## src/rtl/cmd_pkg.sv

```systemverilog
package cmd_pkg;

  localparam int NUM_SET = 12;

  typedef enum logic [3:0] {
    ST_RX, ST_DL, ST_DE, ST_DD, ST_DC, ST_GT, ST_C1, ST_C2, ST_CR
  } st_t;

  function automatic logic [7:0] set_letter(input int i);
    case (i)
      0: return "A";  1: return "B";  2: return "E";  3: return "G";
      4: return "H";  5: return "I";  6: return "M";  7: return "O";
      8: return "P";  9: return "S"; 10: return "T"; 11: return "Y";
      default: return 8'h00;
    endcase
  endfunction

  function automatic logic [15:0] set_lo(input int i);
    case (i)
      5: return 16'd5;
      6: return 16'd1;
      default: return 16'd0;
    endcase
  endfunction

  function automatic logic [15:0] set_hi(input int i);
    case (i)
      0, 1: return 16'd20;
      3: return 16'd851;
      4: return 16'd10;
      5: return 16'd13000;
      6: return 16'd4;
      7, 8: return 16'd15;
      9: return 16'd2;
      default: return 16'd1;
    endcase
  endfunction

  // binary to five packed BCD digits, most significant first
  function automatic logic [19:0] to_bcd(input logic [15:0] v);
    logic [35:0] s;
    s = {20'd0, v};
    for (int b = 0; b < 16; b++) begin
      for (int d = 0; d < 5; d++)
        if (s[16+4*d +: 4] >= 4'd5) s[16+4*d +: 4] = s[16+4*d +: 4] + 4'd3;
      s = s << 1;
    end
    return s[35:16];
  endfunction

endpackage

```

## src/rtl/reply_fifo.sv

```systemverilog
module reply_fifo #(
  parameter int DEPTH = 32,
  parameter int W     = 8
) (
  input  logic         clk_i,
  input  logic         rst_ni,
  input  logic         push_i,
  input  logic [W-1:0] din_i,
  input  logic         pop_i,
  output logic [W-1:0] dout_o,
  output logic         full_o,
  output logic         empty_o
);
  localparam int AW = $clog2(DEPTH);

  logic [W-1:0] mem [DEPTH];
  logic [AW:0]  wp_q, rp_q;

  assign empty_o = (wp_q == rp_q);
  assign full_o  = (wp_q[AW] != rp_q[AW]) && (wp_q[AW-1:0] == rp_q[AW-1:0]);
  assign dout_o  = mem[rp_q[AW-1:0]];

  always_ff @(posedge clk_i) begin
    if (push_i && !full_o) mem[wp_q[AW-1:0]] <= din_i;
  end

  always_ff @(posedge clk_i or negedge rst_ni) begin
    if (!rst_ni) begin
      wp_q <= '0;
      rp_q <= '0;
    end else begin
      if (push_i && !full_o) wp_q <= wp_q + (AW+1)'(1);
      if (pop_i && !empty_o) rp_q <= rp_q + (AW+1)'(1);
    end
  end

  a_r9_no_overflow:  assert property (@(posedge clk_i) disable iff (!rst_ni) push_i |-> !full_o);
  a_r9_no_underflow: assert property (@(posedge clk_i) disable iff (!rst_ni) pop_i |-> !empty_o);

endmodule

```

## src/rtl/cmd_lexer.sv

```systemverilog
module cmd_lexer #(
  parameter int MAX_LEN = 8,
  parameter int W       = 16,
  parameter int AW      = 17
) (
  input  logic         clk_i,
  input  logic         rst_ni,
  input  logic [7:0]   byte_i,
  input  logic         take_i,
  output logic         eol_o,
  output logic [7:0]   letter_o,
  output logic [W-1:0] value_o,
  output logic         ovf_o,
  output logic         syn_o,
  output logic         long_o
);
  localparam int LW = $clog2(MAX_LEN + 1);
  localparam int XW = AW + 4;
  localparam logic [XW-1:0] LIMIT = XW'((2 ** W) - 1);

  logic [LW-1:0] len_q;
  logic [7:0]    letter_q;
  logic [AW-1:0] acc_q;
  logic          ovf_q, syn_q, long_q;

  logic is_cr, is_up, is_dig;
  logic [XW-1:0] acc_nxt;

  assign is_cr   = (byte_i == 8'h0D);
  assign is_up   = (byte_i >= "A") && (byte_i <= "Z");
  assign is_dig  = (byte_i >= "0") && (byte_i <= "9");
  assign acc_nxt = XW'(acc_q) * XW'(10) + XW'(byte_i[3:0]);
  assign eol_o   = take_i && is_cr;

  assign letter_o = letter_q;
  assign value_o  = acc_q[W-1:0];
  assign ovf_o    = ovf_q || acc_q[AW-1];
  assign syn_o    = syn_q || (len_q < LW'(3));
  assign long_o   = long_q;

  always_ff @(posedge clk_i or negedge rst_ni) begin
    if (!rst_ni) begin
      len_q <= '0; letter_q <= '0; acc_q <= '0;
      ovf_q <= 1'b0; syn_q <= 1'b0; long_q <= 1'b0;
    end else if (take_i) begin
      if (is_cr) begin
        len_q <= '0; letter_q <= '0; acc_q <= '0;
        ovf_q <= 1'b0; syn_q <= 1'b0; long_q <= 1'b0;
      end else if (long_q) begin
        // discarding until CR
      end else if (len_q == LW'(MAX_LEN)) begin
        long_q <= 1'b1;
      end else begin
        len_q <= len_q + LW'(1);
        if (len_q == LW'(0)) begin
          if (is_up || byte_i == 8'h21) letter_q <= byte_i;
          else syn_q <= 1'b1;
        end else if (len_q == LW'(1)) begin
          if (byte_i != "=") syn_q <= 1'b1;
        end else if (is_dig) begin
          if (!ovf_q) begin
            if (acc_nxt > LIMIT) ovf_q <= 1'b1;
            else acc_q <= acc_nxt[AW-1:0];
          end
        end else begin
          syn_q <= 1'b1;
        end
      end
    end
  end

  a_r5_len_cap:     assert property (@(posedge clk_i) disable iff (!rst_ni) len_q <= LW'(MAX_LEN));
  a_r5_sticky_long: assert property (@(posedge clk_i) disable iff (!rst_ni) long_q && !eol_o |=> long_q);

endmodule

```

## src/rtl/setting_bank.sv

```systemverilog
module setting_bank #(
  parameter int N = cmd_pkg::NUM_SET,
  parameter int W = 16
) (
  input  logic                 clk_i,
  input  logic                 rst_ni,
  input  logic [7:0]           letter_i,
  input  logic [W-1:0]         value_i,
  input  logic                 ovf_i,
  input  logic                 wr_i,
  output logic                 hit_o,
  output logic                 in_range_o,
  input  logic [$clog2(N)-1:0] rd_idx_i,
  output logic [7:0]           rd_letter_o,
  output logic [W-1:0]         rd_val_o,
  output logic [N*W-1:0]       flat_o
);
  import cmd_pkg::*;
  localparam int IW = $clog2(N);

  logic [N-1:0]   match, inr;
  logic [N*W-1:0] flat;

  for (genvar i = 0; i < N; i++) begin : g_set
    localparam logic [7:0]   LET = set_letter(i);
    localparam logic [W-1:0] LO  = W'(set_lo(i));
    localparam logic [W-1:0] HI  = W'(set_hi(i));
    logic [W-1:0] q;
    logic ge_lo;

    if (LO == '0) begin : g_nolo
      assign ge_lo = 1'b1;
    end else begin : g_lo
      assign ge_lo = (value_i >= LO);
    end

    assign match[i] = (letter_i == LET);
    assign inr[i]   = !ovf_i && ge_lo && (value_i <= HI);

    always_ff @(posedge clk_i or negedge rst_ni) begin
      if (!rst_ni) q <= LO;
      else if (wr_i && match[i] && inr[i]) q <= value_i;
    end

    assign flat[i*W +: W] = q;

    a_r2_in_range: assert property (@(posedge clk_i) disable iff (!rst_ni) q <= HI);
  end

  assign hit_o      = |match;
  assign in_range_o = |(match & inr);
  assign flat_o     = flat;

  always_comb begin
    rd_val_o    = '0;
    rd_letter_o = 8'h00;
    for (int i = 0; i < N; i++) begin
      if (rd_idx_i == IW'(i)) begin
        rd_val_o    = flat[i*W +: W];
        rd_letter_o = set_letter(i);
      end
    end
  end

  a_r3_no_bad_write: assert property (@(posedge clk_i) disable iff (!rst_ni)
                                      wr_i && !in_range_o |=> $stable(flat_o));

endmodule

```

## src/rtl/serial_cmd_parser.sv

```systemverilog
module serial_cmd_parser #(
  parameter int VAL_W      = 16,
  parameter int ACC_W      = 17,
  parameter int MAX_LEN    = 8,
  parameter int FIFO_DEPTH = 32
) (
  input  logic                          clk_i,
  input  logic                          rst_ni,
  input  logic [7:0]                    rx_data_i,
  input  logic                          rx_valid_i,
  output logic                          rx_ready_o,
  output logic [7:0]                    tx_data_o,
  output logic                          tx_valid_o,
  input  logic                          tx_ready_i,
  output logic [cmd_pkg::NUM_SET*VAL_W-1:0] settings_o
);
  import cmd_pkg::*;
  localparam int N  = NUM_SET;
  localparam int IW = $clog2(N);

  st_t            st_q;
  logic [IW-1:0]  k_q;
  logic [2:0]     j_q;
  logic [7:0]     code_q;

  logic             take, eol, ovf, syn, too_long, hit, inr;
  logic [7:0]       letter, rd_let;
  logic [VAL_W-1:0] value, rd_val;
  logic             v_dump, v_wr;
  logic [7:0]       v_code;
  logic [19:0]      bcd;
  logic [3:0]       dig;
  logic [2:0]       lead;
  logic             push, fifo_full, fifo_empty;
  logic [7:0]       push_byte;

  assign rx_ready_o = (st_q == ST_RX) && fifo_empty;
  assign take       = rx_valid_i && rx_ready_o;

  cmd_lexer #(.MAX_LEN(MAX_LEN), .W(VAL_W), .AW(ACC_W)) u_lex (
    .clk_i, .rst_ni, .byte_i(rx_data_i), .take_i(take),
    .eol_o(eol), .letter_o(letter), .value_o(value),
    .ovf_o(ovf), .syn_o(syn), .long_o(too_long)
  );

  // one verdict per command, fixed priority
  always_comb begin
    v_code = 8'h00;
    v_dump = 1'b0;
    v_wr   = 1'b0;
    if (too_long)              v_code = "3";
    else if (syn)              v_code = "2";
    else if (letter == 8'h21) begin
      if (!ovf && value == VAL_W'(3)) v_dump = 1'b1;
      else                            v_code = "1";
    end
    else if (!hit)             v_code = "5";
    else if (!inr)             v_code = "1";
    else                       v_wr   = 1'b1;
  end

  setting_bank #(.N(N), .W(VAL_W)) u_bank (
    .clk_i, .rst_ni, .letter_i(letter), .value_i(value), .ovf_i(ovf),
    .wr_i(eol && v_wr), .hit_o(hit), .in_range_o(inr),
    .rd_idx_i(k_q), .rd_letter_o(rd_let), .rd_val_o(rd_val), .flat_o(settings_o)
  );

  assign bcd = to_bcd(16'(rd_val));

  always_comb begin
    if (bcd[19:16] != 4'd0)      lead = 3'd0;
    else if (bcd[15:12] != 4'd0) lead = 3'd1;
    else if (bcd[11:8] != 4'd0)  lead = 3'd2;
    else if (bcd[7:4] != 4'd0)   lead = 3'd3;
    else                         lead = 3'd4;
  end

  always_comb begin
    case (j_q)
      3'd0:    dig = bcd[19:16];
      3'd1:    dig = bcd[15:12];
      3'd2:    dig = bcd[11:8];
      3'd3:    dig = bcd[7:4];
      default: dig = bcd[3:0];
    endcase
  end

  always_comb begin
    case (st_q)
      ST_DL:   push_byte = rd_let;
      ST_DE:   push_byte = "=";
      ST_DD:   push_byte = {4'h3, dig};
      ST_GT:   push_byte = ">";
      ST_C1:   push_byte = (code_q == 8'h00) ? "O" : code_q;
      ST_C2:   push_byte = "K";
      default: push_byte = 8'h0D;
    endcase
  end

  assign push = (st_q != ST_RX) && !fifo_full;

  always_ff @(posedge clk_i or negedge rst_ni) begin
    if (!rst_ni) begin
      st_q   <= ST_RX;
      k_q    <= '0;
      j_q    <= '0;
      code_q <= '0;
    end else if (st_q == ST_RX) begin
      if (eol) begin
        if (v_dump) begin
          st_q <= ST_DL;
          k_q  <= '0;
        end else begin
          st_q   <= ST_GT;
          code_q <= v_code;
        end
      end
    end else if (push) begin
      case (st_q)
        ST_DL: st_q <= ST_DE;
        ST_DE: begin st_q <= ST_DD; j_q <= lead; end
        ST_DD: if (j_q == 3'd4) st_q <= ST_DC; else j_q <= j_q + 3'd1;
        ST_DC: begin
          if (k_q == IW'(N - 1)) begin
            st_q   <= ST_GT;
            code_q <= '0;
          end else begin
            k_q  <= k_q + IW'(1);
            st_q <= ST_DL;
          end
        end
        ST_GT: st_q <= ST_C1;
        ST_C1: st_q <= (code_q == 8'h00) ? ST_C2 : ST_CR;
        ST_C2: st_q <= ST_CR;
        default: st_q <= ST_RX;
      endcase
    end
  end

  reply_fifo #(.DEPTH(FIFO_DEPTH), .W(8)) u_fifo (
    .clk_i, .rst_ni, .push_i(push), .din_i(push_byte),
    .pop_i(tx_valid_o && tx_ready_i), .dout_o(tx_data_o),
    .full_o(fifo_full), .empty_o(fifo_empty)
  );

  assign tx_valid_o = !fifo_empty;

  a_r9_tx_hold:  assert property (@(posedge clk_i) disable iff (!rst_ni)
                                  tx_valid_o && !tx_ready_i |=> tx_valid_o && $stable(tx_data_o));
  a_r9_rx_stall: assert property (@(posedge clk_i) disable iff (!rst_ni) eol |=> !rx_ready_o);
  a_r7_dump_idx: assert property (@(posedge clk_i) disable iff (!rst_ni)
                                  st_q == ST_DL |-> k_q < IW'(N));

endmodule

```

## config.mk

```make
export PLATFORM = sky130hd
export DESIGN_NAME = serial_cmd_parser
export DESIGN_NICKNAME = d
export VERILOG_FILES = /design/src/rtl/cmd_pkg.sv /design/src/rtl/reply_fifo.sv /design/src/rtl/cmd_lexer.sv /design/src/rtl/setting_bank.sv /design/src/rtl/serial_cmd_parser.sv
export SDC_FILE = /design/constraint.sdc
export NUM_CORES = 1
export LEC_CHECK = 0
export ABC_AREA = 1
export BUFFER_PORTS_ARGS = -buffer_cell sky130_fd_sc_hd__buf_2
export CORE_MARGIN = 4
export CORE_UTILIZATION = 30
export DETAILED_ROUTE_END_ITERATION = 7
export GPL_TIMING_DRIVEN = 0
export PLACE_DENSITY = 0.48
export SETUP_SLACK_MARGIN = 0.15
export SYNTH_ARGS = -nofsm -noshare
export SYNTH_HDL_FRONTEND = slang
export SYNTH_HIERARCHICAL = 1
export SYNTH_SLANG_ARGS = --single-unit
```

## constraint.sdc

```tcl
create_clock -name clk_i -period 32.9 [get_ports clk_i]
set_clock_uncertainty 0.1 [all_clocks]
set_input_delay 3.29 -clock clk_i [delete_from_list [all_inputs] [get_ports clk_i]]
set_output_delay 3.29 -clock clk_i [all_outputs]
set_load 0.02 [all_outputs]
```

==> summary.txt, run 1 <==
Yosys
  – Yosys cell types: 67
  – Syn Std Cell Area: 0.0290 mm²
  – Synthesis Warnings: 6
  – Async set or reset register ratio after synthesis: 49.5%
  – Post-synthesis cell count: 3,586
  – Post-synth EDFFs: 256
  – Seq/Total Area, Yosys: 48.2%
  – Synth Flop Type: edfxtp_1
  – Mean Syn Cell Area: 8.09 µm²
  – Synth Register Bits: 507

Clock network
  – Clock tree buffer depth: 3
  – Resized Gates After CTS: 0
  – TritonCTS Buffers: 57
  – Skew-Pair Late Insertion Delay: 0.62 ns
  – Root buffer cell: clkbuf_16
  – H-Tree Depth: 2
  – Clk pin slew, worst setup/hold paths: 0.06 ns
  – CTS tree: done
  – CTS Sinks: 507
  – # hold bufs at CTS: 0
  – Post-CTS Setup Inserts: 0

Die
  – Core ar.: 0.0954 mm²
  – Die width: 319 µm
  – # rows: 113
  – Die height: 319 µm
  – Die ar.: 0.102 mm²
  – Initial core utilization: 30.4%
  – # IOs: 214

Global route
  – First-pass GRT wire length: 146 mm
  – Initial antenna violation count: 1
  – Vias in the first global route: 23,300
  – GRT overflow: 0
  – GRT Util Overall: 18.7%
  – Largest net degree at the start of global routing: 100

Detailed routing
  – First-pass DRT Iterations: 5
  – Total wire length: 98.1 mm
  – Drt wl/cell: 19.0 µm
  – Via-to-Cell Ratio: 4.74
  – Vias after detailed routing: 24,500
  – Antenna Violating Nets Remaining: 0
  – DR iter-0 viols: 1,969
  – Remaining DRCs: 0

Timing
  – Slack of the critical path: 18.93 ns
  – RSZ-0062 raised after global routing: no
  – Fmax: 0.0716 GHz
  – Fin. Hold Viols: 0
  – TNS Setup: 0 ns
  – Final setup vio count: 0
  – Crit share post-route: 42.5%
  – Crit path time final: 13.97 ns
  – Slew Viols, Final: 33
  – Slew @ Worst Pin: 2.45 ns
  – Relative slew margins: -63.7%

Run status
  – Outcome: finished, violations left
  – Failing checks: slew limit

Setup path
  – Reg2reg start: k_q[3]$_DFFE_PN0P_
  – CP max FO: 32
  – R2R cell count: 81
  – Reg2reg end: u_fifo/mem[17][1]$_DFFE_PP_
  – Max incr delay on CP: 0.98 ns
  – Worst R2R Setup Slack: 18.93 ns
  – Most Frequent Cell on Critical Path: nand2_1
  – Critical Path Sink Type: register
  – WS Path Type: reg2reg
  – CP Data Arrival Time: 14.10 ns
  – Critical Path RT: 33.03 ns
  – Worst setup SP type: register
  – Slowest-stage cell, CP: nand2_1

Cells and area
  – Fin cells: 5,173
  – Fraction of layout cells with a size suffix above 1: 17.6%
  – Fillers: 10,100
  – Layout area overhead: 16.1%
  – Nets: 3,955

Place
  – Inst Count DP: 5,067
  – Post-DP HPWL: 76.2 mm
  – Setup WS pre-CTS: 18.92 ns
  – GP Congestion: 0.908
  – IO buf count: 213

Min path
  – WHS Endpoint: u_bank/g_set[5].q[2]$_DFFE_PN1P_
  – Hold Crit Depth: 2
  – HP Start: u_bank/g_set[5].q[2]$_DFFE_PN1P_
  – Min-delay worst type: reg2reg

Job
  – Max_cap viols: 0
how the worst max path moves through the flow:
stage / from / to / slack [ns] / cells past startpoint
2_1_floorplan: k_q[3]$_DFFE_PN0P_ / u_fifo/mem[0][3]$_DFFE_PP_ / 22.40 / 83
3_3_place_gp: k_q[3]$_DFFE_PN0P_ / u_fifo/mem[26][3]$_DFFE_PP_ / 18.69 / 82
3_5_place_dp: k_q[3]$_DFFE_PN0P_ / u_fifo/mem[26][1]$_DFFE_PP_ / 18.92 / 81
4_1_cts: k_q[3]$_DFFE_PN0P_ / u_fifo/mem[11][1]$_DFFE_PP_ / 18.88 / 81
5_1_grt: k_q[3]$_DFFE_PN0P_ / u_fifo/mem[19][1]$_DFFE_PP_ / 17.61 / 83
6_report: k_q[3]$_DFFE_PN0P_ / u_fifo/mem[17][1]$_DFFE_PP_ / 18.93 / 81
critical path, delay by kind of cell, from the launching register on:
kind            cells  cell delay (ns)
xor+xnor            2             0.40
simple gates       48             6.96
compound gates      7             1.84
fa+ha+maj          10             2.00
flops               1             0.55
buf+inv            14             1.63
synth_stat cells, types with 7 or more instances:
| cell | n | share of area, % |
|---|---|---|
| nand4_1 | 89 | 1.9 |
| nand3_1 | 383 | 6.6 |
| o21ai_1 | 31 | 0.53 |
| nand3_2 | 49 | 1.7 |
| xor2_1 | 24 | 0.72 |
| o2111ai_1 | 8 | 0.24 |
| o211ai_1 | 8 | 0.21 |
| edfxtp_1 | 256 | 26 |
| o21ai_0 | 72 | 1.2 |
| nand2_4 | 22 | 0.85 |
| nor2_4 | 8 | 0.31 |
| o21ai_2 | 7 | 0.21 |
| nor3_1 | 19 | 0.33 |
| clkbuf_1 | 26 | 0.34 |
| nor4_1 | 8 | 0.17 |
| buf_1 | 11 | 0.14 |
| inv_1 | 414 | 5.4 |
| nor2_1 | 275 | 3.6 |
| dfrtp_1 | 248 | 21 |
| inv_2 | 42 | 0.54 |
| nor2_2 | 28 | 0.60 |
| buf_4 | 36 | 0.93 |
| ha_1 | 80 | 3.4 |
| nand2_2 | 102 | 2.2 |
| nand2_1 | 1128 | 15 |
| a21oi_1 | 81 | 1.4 |
| buf_2 | 41 | 0.71 |
placed cells by master (no fill, tap or decap), drive strengths merged, types with 4 or more instances in the layout:
cell type	instances
nand2	1252
inv	459
nand3	435
nor2	311
buf	309
edfxtp	256
dfrtp	248
o21ai	112
clkbuf	107
nand4	92
a21oi	87
ha	80
xor2	27
nor3	26
clkinv	20
o2111ai	9
nor4	8
o211ai	8
nand3b	8
bufinv	5
or2	5
o31ai	4
xnor2	4
logic make-up after synthesis:
family / synth area share (%)
buffers and inverters: 8.35
other: 0.0129
AND/OR/NAND/NOR: 34.0
adder cells (fa/ha/maj): 3.59
flip-flops: 48.2
XOR/XNOR: 1.10
multiplexers: 0.0388
AO/OA/AOI/OAI: 4.79
flip-flops by register name (all words and copies together) (netlist names), 3 cells and up:
register,cells
k_q,4
u_bank/g_set.q,192
j_q,3
u_lex/letter_o,8
st_q,4
u_fifo/rp_q,6
u_lex/len_q,4
u_fifo/wp_q,6
u_lex/acc_q,17
u_fifo/mem,256
code_q,4
layer usage:
| metal | vias to the layer above | part of all wire [%] | track usage [%] |
|---|---|---|---|
| li1 | 12200 | - | - |
| met1 | 11600 | 44 | 25.0 |
| met2 | 595 | 47 | 31.4 |
| met3 | 132 | 5.5 | 2.87 |
| met4 | 0 | 3.1 | 5.56 |
| met5 | - | 0 | 0 |
area by class of cell:
type                            count  area [µm²]  area share [%]
Antenna cell                        1        2.50         0.00743
Timing Repair Buffer              215        1130            3.36
Clock buffer                       81        1650            4.90
Sequential cell                   507       14000            41.5
Inverter                          463        1740            5.17
Tap cell                         1265        1580            4.70
Buffer                            120         682            2.02
Clock inverter                     24         288           0.854
Multi-Input combinational cell   2497       12600            37.5
through the flow:
step                hold slack, ns  util [%]  area (µm²)
floorplan                    0.375         -       29000
global placement             0.367      33.2       31700
detailed placement           0.370      33.3       31700
CTS                          0.383      35.3       33700
global route                 0.418      35.3       33700
finish                       0.382      35.3       33700
Power of run 1 is not shown: default switching activity piles up to over one toggle a cycle in this logic, so the estimate is an artifact.
==> run 2, diff against run 1 <==
==> constraint.sdc (replaced) <==
create_clock -name clk_i -period 13.1 [get_ports clk_i]
set_clock_uncertainty 0.1 [all_clocks]
set_input_delay 1.31 -clock clk_i [delete_from_list [all_inputs] [get_ports clk_i]]
set_output_delay 1.31 -clock clk_i [all_outputs]
set_load 0.02 [all_outputs]
==> summary.txt, run 2 (same netlist as run 1, synthesis figures left out) <==
Clock network
  – Skew-Pair Late Insertion Delay: 0.62 ns (about the same)
  – CTS tree: done
  – CTS Sinks: 507 (unchanged)
  – Clk pin slew, worst setup/hold paths: 0.06 ns (about the same)
  – Root buffer cell: clkbuf_16
  – H-Tree Depth: 2 (unchanged)
  – Clock tree buffer depth: 3 (unchanged)
  – TritonCTS Buffers: 57 (unchanged)

Timing
  – Crit share post-route: 91.2% (+49 points)
  – Crit path time final: 11.95 ns (-2.03 ns)
  – Slew @ Worst Pin: 2.47 ns (+0.0212 ns)
  – Fin. Hold Viols: 0 (unchanged)
  – Slew Viols, Final: 39 (+18%)
  – Fmax: 0.0837 GHz (+17%)
  – Final setup vio count: 0 (unchanged)
  – RSZ-0062 raised after global routing: no
  – Relative slew margins: -65.1% (-1.4 points)

Setup path
  – Max incr delay on CP: 0.56 ns (-0.42 ns)
  – Slowest-stage cell, CP: nor2_2
  – CP max FO: 16 (-50%)
  – WS Path Type: reg2reg
  – Worst setup SP type: register
  – Reg2reg start: k_q[1]$_DFFE_PN0P_
  – Critical Path Sink Type: register
  – CP Launch Point: k_q[1]$_DFFE_PN0P_
  – Critical Path RT: 13.21 ns (-19.82 ns)
  – CP Data Arrival Time: 12.06 ns (-2.04 ns)

Detailed routing
  – Vias after detailed routing: 24,600 (+0.49%)
  – Total wire length: 99.5 mm (+1.5%)
  – Antenna Violating Nets Remaining: 0 (unchanged)
  – Drt wl/cell: 19.2 µm (+1.3%)
  – DR iter-0 viols: 2,034 (+3.3%)
  – Via-to-Cell Ratio: 4.75 (+0.30%)
  – Remaining DRCs: 0 (unchanged)
  – First-pass DRT Iterations: 6 (+1)

Cells and area
  – Largest register FFs: 256 (unchanged)
  – Fraction of layout cells with a size suffix above 1: 18.4% (+0.77 points)
  – Layout area overhead: 16.9%
  – Commonest non-fill, non-tap cell in the layout: nand2_1
  – Nets: 3,965 (+0.25%)
  – Fin area: 0.0339 mm² (+0.66%)
  – Commonest non-fill, non-tap cells in the layout: nand2_1 (1,123), inv_1 (413), nand3_1 (380)

Global route
  – GRT Util Overall: 18.7% (+0.056 points)
  – GRT overflow: 0 (unchanged)
  – Largest net degree at the start of global routing: 100 (unchanged)
  – Initial antenna violation count: 1 (unchanged)
  – Vias in the first global route: 23,300 (+0.22%)
  – First-pass GRT wire length: 147 mm (+0.24%)

Place
  – IO buf count: 213 (unchanged)
  – GP Congestion: 0.908 (unchanged)
  – Post-DP HPWL: 76.2 mm (unchanged)
  – Placed Area: 0.0317 mm² (unchanged)

Run status
  – Outcome: finished, violations left
  – Failing checks: capacitance limit, slew limit

Die
  – Core ar.: 0.0954 mm² (unchanged)
  – # IOs: 214 (unchanged)
  – # rows: 113 (unchanged)
  – Die ar.: 0.102 mm² (unchanged)
  – Die width: 319 µm (unchanged)
  – Die height: 319 µm (unchanged)
  – Initial core utilization: 30.4% (unchanged)

Min path
  – HP Start: u_bank/g_set[5].q[2]$_DFFE_PN1P_
  – Min-delay worst type: reg2reg

Job
  – Max_cap viols: 1 (+1)
==> run 2: per-stage QoR <==
step / instances / utilization (%) / setup WS (ns) / TNS (ns) / hold WS (ns)
global placement: 5065 / 33.2 / -1.11 / -101.17 / 0.367
floorplan: 3587 / - / 2.60 / 0 / 0.375
CTS: 5176 / 35.4 / 0.168 / 0 / 0.383
finish: 5183 / 35.5 / 1.15 / 0 / 0.382
detailed placement: 5067 / 33.3 / -0.875 / -80.87 / 0.370
global route: 5182 / 35.5 / 0.110 / 0 / 0.418
==> run 2: path summary, 6_finish.rpt <==
| check | endpoint | slack (ns) | cells after the start |
|---|---|---|---|
| worst min-delay path | u_bank/g_set[5].q[2]$_DFFE_PN1P_ | 0.38 | 2 |
| worst min register to register | u_bank/g_set[5].q[2]$_DFFE_PN1P_ | 0.38 | 2 |
| worst max-delay path | u_fifo/mem[26][2]$_DFFE_PP_ | 1.15 | 84 |
| max in group asynchronous | k_q[3]$_DFFE_PN0P_ | 11.42 | 2 |
| min in group asynchronous | u_bank/g_set[1].q[5]$_DFFE_PN0P_ | 0.53 | 1 |
| worst max register to register | u_fifo/mem[26][2]$_DFFE_PP_ | 1.15 | 84 |
==> run 2: timing repair <==
item / in CTS / in global routing
pin swaps: 0 / 8
gates cloned: 1 / 3
hold buffers: 0 / 0
endpoints found under the setup margin: 130 / 131
gates resized for setup: 9 / 25
buffers inserted: 3 / 3
==> run 2: critical path, delay by kind of cell, from the launching register on <==
family / cells / cell delay [ns]
adders and majority gates: 10 / 2.08
and+or+nand+nor: 47 / 5.37
buffers and inverters: 17 / 1.80
AOI/OAI and AO/OA: 9 / 1.47
DFF: 1 / 0.49
xor gates and xnor gates: 1 / 0.13
==> run 2: layer usage <==
metal,wire length [µm],GRT usage [%],vias up
met5,0,0,-
met4,3000,5.53,0
met3,5570,2.87,131
li1,-,-,12200
met1,44000,25.1,11700
met2,46900,31.4,608
==> run 2: final cells by class <==
type                       count  area (µm²)
timing repair buffer         221        1190
multi-input combinational   2501       12800
tap                         1265        1580
clock inverter                24         288
inverter                     463        1740
clock buffer                  81        1650
antenna                        1        2.50
buffer                       120         683
fill                       10100       61500
sequential                   507       14000
Power of run 2 is left out for the same reason.
==> run 3, diff against run 2 <==
--- a/config.mk
+++ b/config.mk
@@ -10,8 +10,9 @@
 export CORE_MARGIN = 4
 export CORE_UTILIZATION = 30
 export DETAILED_ROUTE_END_ITERATION = 7
-export GPL_TIMING_DRIVEN = 0
+export GPL_TIMING_DRIVEN = 1
 export PLACE_DENSITY = 0.48
+export RECOVER_POWER = 100
 export SETUP_SLACK_MARGIN = 0.15
 export SYNTH_ARGS = -nofsm -noshare
 export SYNTH_HDL_FRONTEND = slang
==> summary.txt, run 3 (same netlist as run 1, synthesis figures left out) <==
Setup path
  – Crit-path leading delay family: simple AND/OR/NAND/NOR gates
  – CP Data Arrival Time: 11.83 ns (-0.23 ns)
  – Most Frequent Cell on Critical Path: nand2_1
  – CP Buf/Inv Count: 15 (-2)
  – Worst setup SP type: register
  – CP max FO: 32 (+16)
  – Critical Path RT: 13.30 ns (+0.09 ns)
  – Critical Path Sink Type: register
  – Slowest-stage cell, CP: clkbuf_2
  – WS Path Type: reg2reg
  – Max incr delay on CP: 0.62 ns (+0.06 ns)

Global route
  – GRT overflow: 0 (unchanged)
  – GRT Util Overall: 17.9% (-0.83 points)
  – Gr busiest metal: met2
  – Initial antenna violation count: 0 (-1)
  – GR Util met3: 1.93% (-0.94 points)
  – Largest net degree at the start of global routing: 163 (+63%)
  – First-pass GRT wire length: 141 mm (-3.7%)
  – Vias in the first global route: 22,900 (-1.7%)
  – Met2 usage: 29.8% (-1.6 points)
  – GR Util met1: 24.6% (-0.55 points)

Run status
  – Outcome: finished, violations left
  – Failing checks: capacitance limit, slew limit

Place
  – IO buf count: 213 (unchanged)
  – GP Congestion: 0.910 (+0.24%)
  – Setup WS pre-CTS: 0.959 ns (+1.83 ns)
  – Placed Area: 0.0312 mm² (-1.7%)
  – Post-DP HPWL: 69.2 mm (-9.2%)

Detailed routing
  – First-pass DRT Iterations: 5 (-1)
  – Drt wl/cell: 18.5 µm (-3.6%)
  – DR iter-0 viols: 1,901 (-6.5%)
  – Total wire length: 94.0 mm (-5.5%)
  – Remaining DRCs: 0 (unchanged)
  – Vias after detailed routing: 24,200 (-1.8%)
  – Via-to-Cell Ratio: 4.76 (+0.15%)
  – Antenna Violating Nets Remaining: 0 (unchanged)

Die
  – Die width: 319 µm (unchanged)
  – # IOs: 214 (unchanged)
  – Core ar.: 0.0954 mm² (unchanged)
  – Initial core utilization: 30.4% (unchanged)
  – Die ar.: 0.102 mm² (unchanged)
  – Die height: 319 µm (unchanged)
  – # rows: 113 (unchanged)

Clock network
  – H-Tree Depth: 2 (unchanged)
  – Root buffer cell: clkbuf_16
  – Clk pin slew, worst setup/hold paths: 0.06 ns (about the same)
  – # hold bufs at CTS: 0 (unchanged)
  – CTS tree: done
  – CTS Sinks: 507 (unchanged)
  – TritonCTS Buffers: 60 (+5.3%)
  – Clock tree buffer depth: 3 (unchanged)
  – Skew-Pair Late Insertion Delay: 0.64 ns (+0.02 ns)

Cells and area
  – Commonest non-fill, non-tap cell in the layout: nand2_1
  – Fraction of layout cells with a size suffix above 1: 10.7% (-7.7 points)
  – Diode count: 0 (-1)
  – Nets: 3,861 (-2.6%)
  – Largest register FFs: 256 (unchanged)
  – Layout Utilization: 34.5% (-1.0 points)
  – Layout area overhead: 13.5%
  – Commonest non-fill, non-tap cells in the layout: nand2_1 (1,130), inv_1 (419), nand3_1 (388)
  – Fin area: 0.0329 mm² (-2.9%)

Timing
  – Relative slew margins: -222% (-160 points)
  – Slack of the critical path: 1.47 ns (+0.316 ns)
  – Crit path time final: 11.63 ns (-0.316 ns)
  – RSZ-0062 raised after global routing: no
  – Fmax: 0.0860 GHz (+2.7%)
  – Final setup vio count: 0 (unchanged)
  – Slew @ Worst Pin: 4.83 ns (+2.36 ns)
  – Fin. Hold Viols: 0 (unchanged)
  – Slew Viols, Final: 605 (+1500%)
  – Crit share post-route: 88.8% (-2.4 points)
  – TNS Setup: 0 ns (unchanged)

Min path
  – Min-delay worst type: reg2reg

Job
  – Max_cap viols: 9 (+8)
-- run 3: tightest hold or removal path: cells and delay by family, from the launching register on --
kind / cells / cell delay, ns
flip-flops: 1 / 0.37
AND/OR/NAND/NOR: 1 / 0.05
AO/OA/AOI/OAI: 1 / 0.07
-- run 3: final cells by class --
class	count	area, µm²
Tap cell	1265	1580
Timing Repair Buffer	237	961
Inverter	463	1740
Clock buffer	87	1770
Sequential cell	507	14000
Clock inverter	25	350
Multi-Input combinational cell	2498	12500
Fill cell	10200	62500
-- run 3: repair_timing --
item | 4_1_cts | 5_1_grt
buffers inserted | 0 | 0
setup endpoints to repair | 0 | 131
gates resized for setup | 0 | 8
-- run 3: stage by stage --
| step | hold slack [ns] | cells |
|---|---|---|
| 3_5_place_dp | 0.375 | 4969 |
| 3_3_place_gp | 0.370 | 4969 |
| 4_1_cts | 0.385 | 5081 |
| 2_1_floorplan | 0.375 | 3587 |
| 6_report | 0.395 | 5082 |
| 5_1_grt | 0.415 | 5082 |
-- run 3: worst paths after layout --
check,from,endpoint,slack [ns],cells after the start
max,k_q[1]$_DFFE_PN0P_,u_fifo/mem[6][0]$_DFFE_PP_,1.47,87
max reg2reg,k_q[1]$_DFFE_PN0P_,u_fifo/mem[6][0]$_DFFE_PP_,1.47,87
min,u_bank/g_set[6].q[0]$_DFFE_PN1P_,u_bank/g_set[6].q[0]$_DFFE_PN1P_,0.40,2
min in group asynchronous,rst_ni,u_bank/g_set[1].q[7]$_DFFE_PN0P_,2.30,1
min reg2reg,u_bank/g_set[6].q[0]$_DFFE_PN1P_,u_bank/g_set[6].q[0]$_DFFE_PN1P_,0.40,2
max in group asynchronous,rst_ni,k_q[3]$_DFFE_PN0P_,4.40,2
-- run 3: metal layers --
layer / wire length (µm) / share of wire (%)
met3: 4620 / 4.9
met2: 44000 / 47
met5: 0 / 0
met4: 3010 / 3.2
met1: 42300 / 45
Power of run 3 is left out for the same reason.
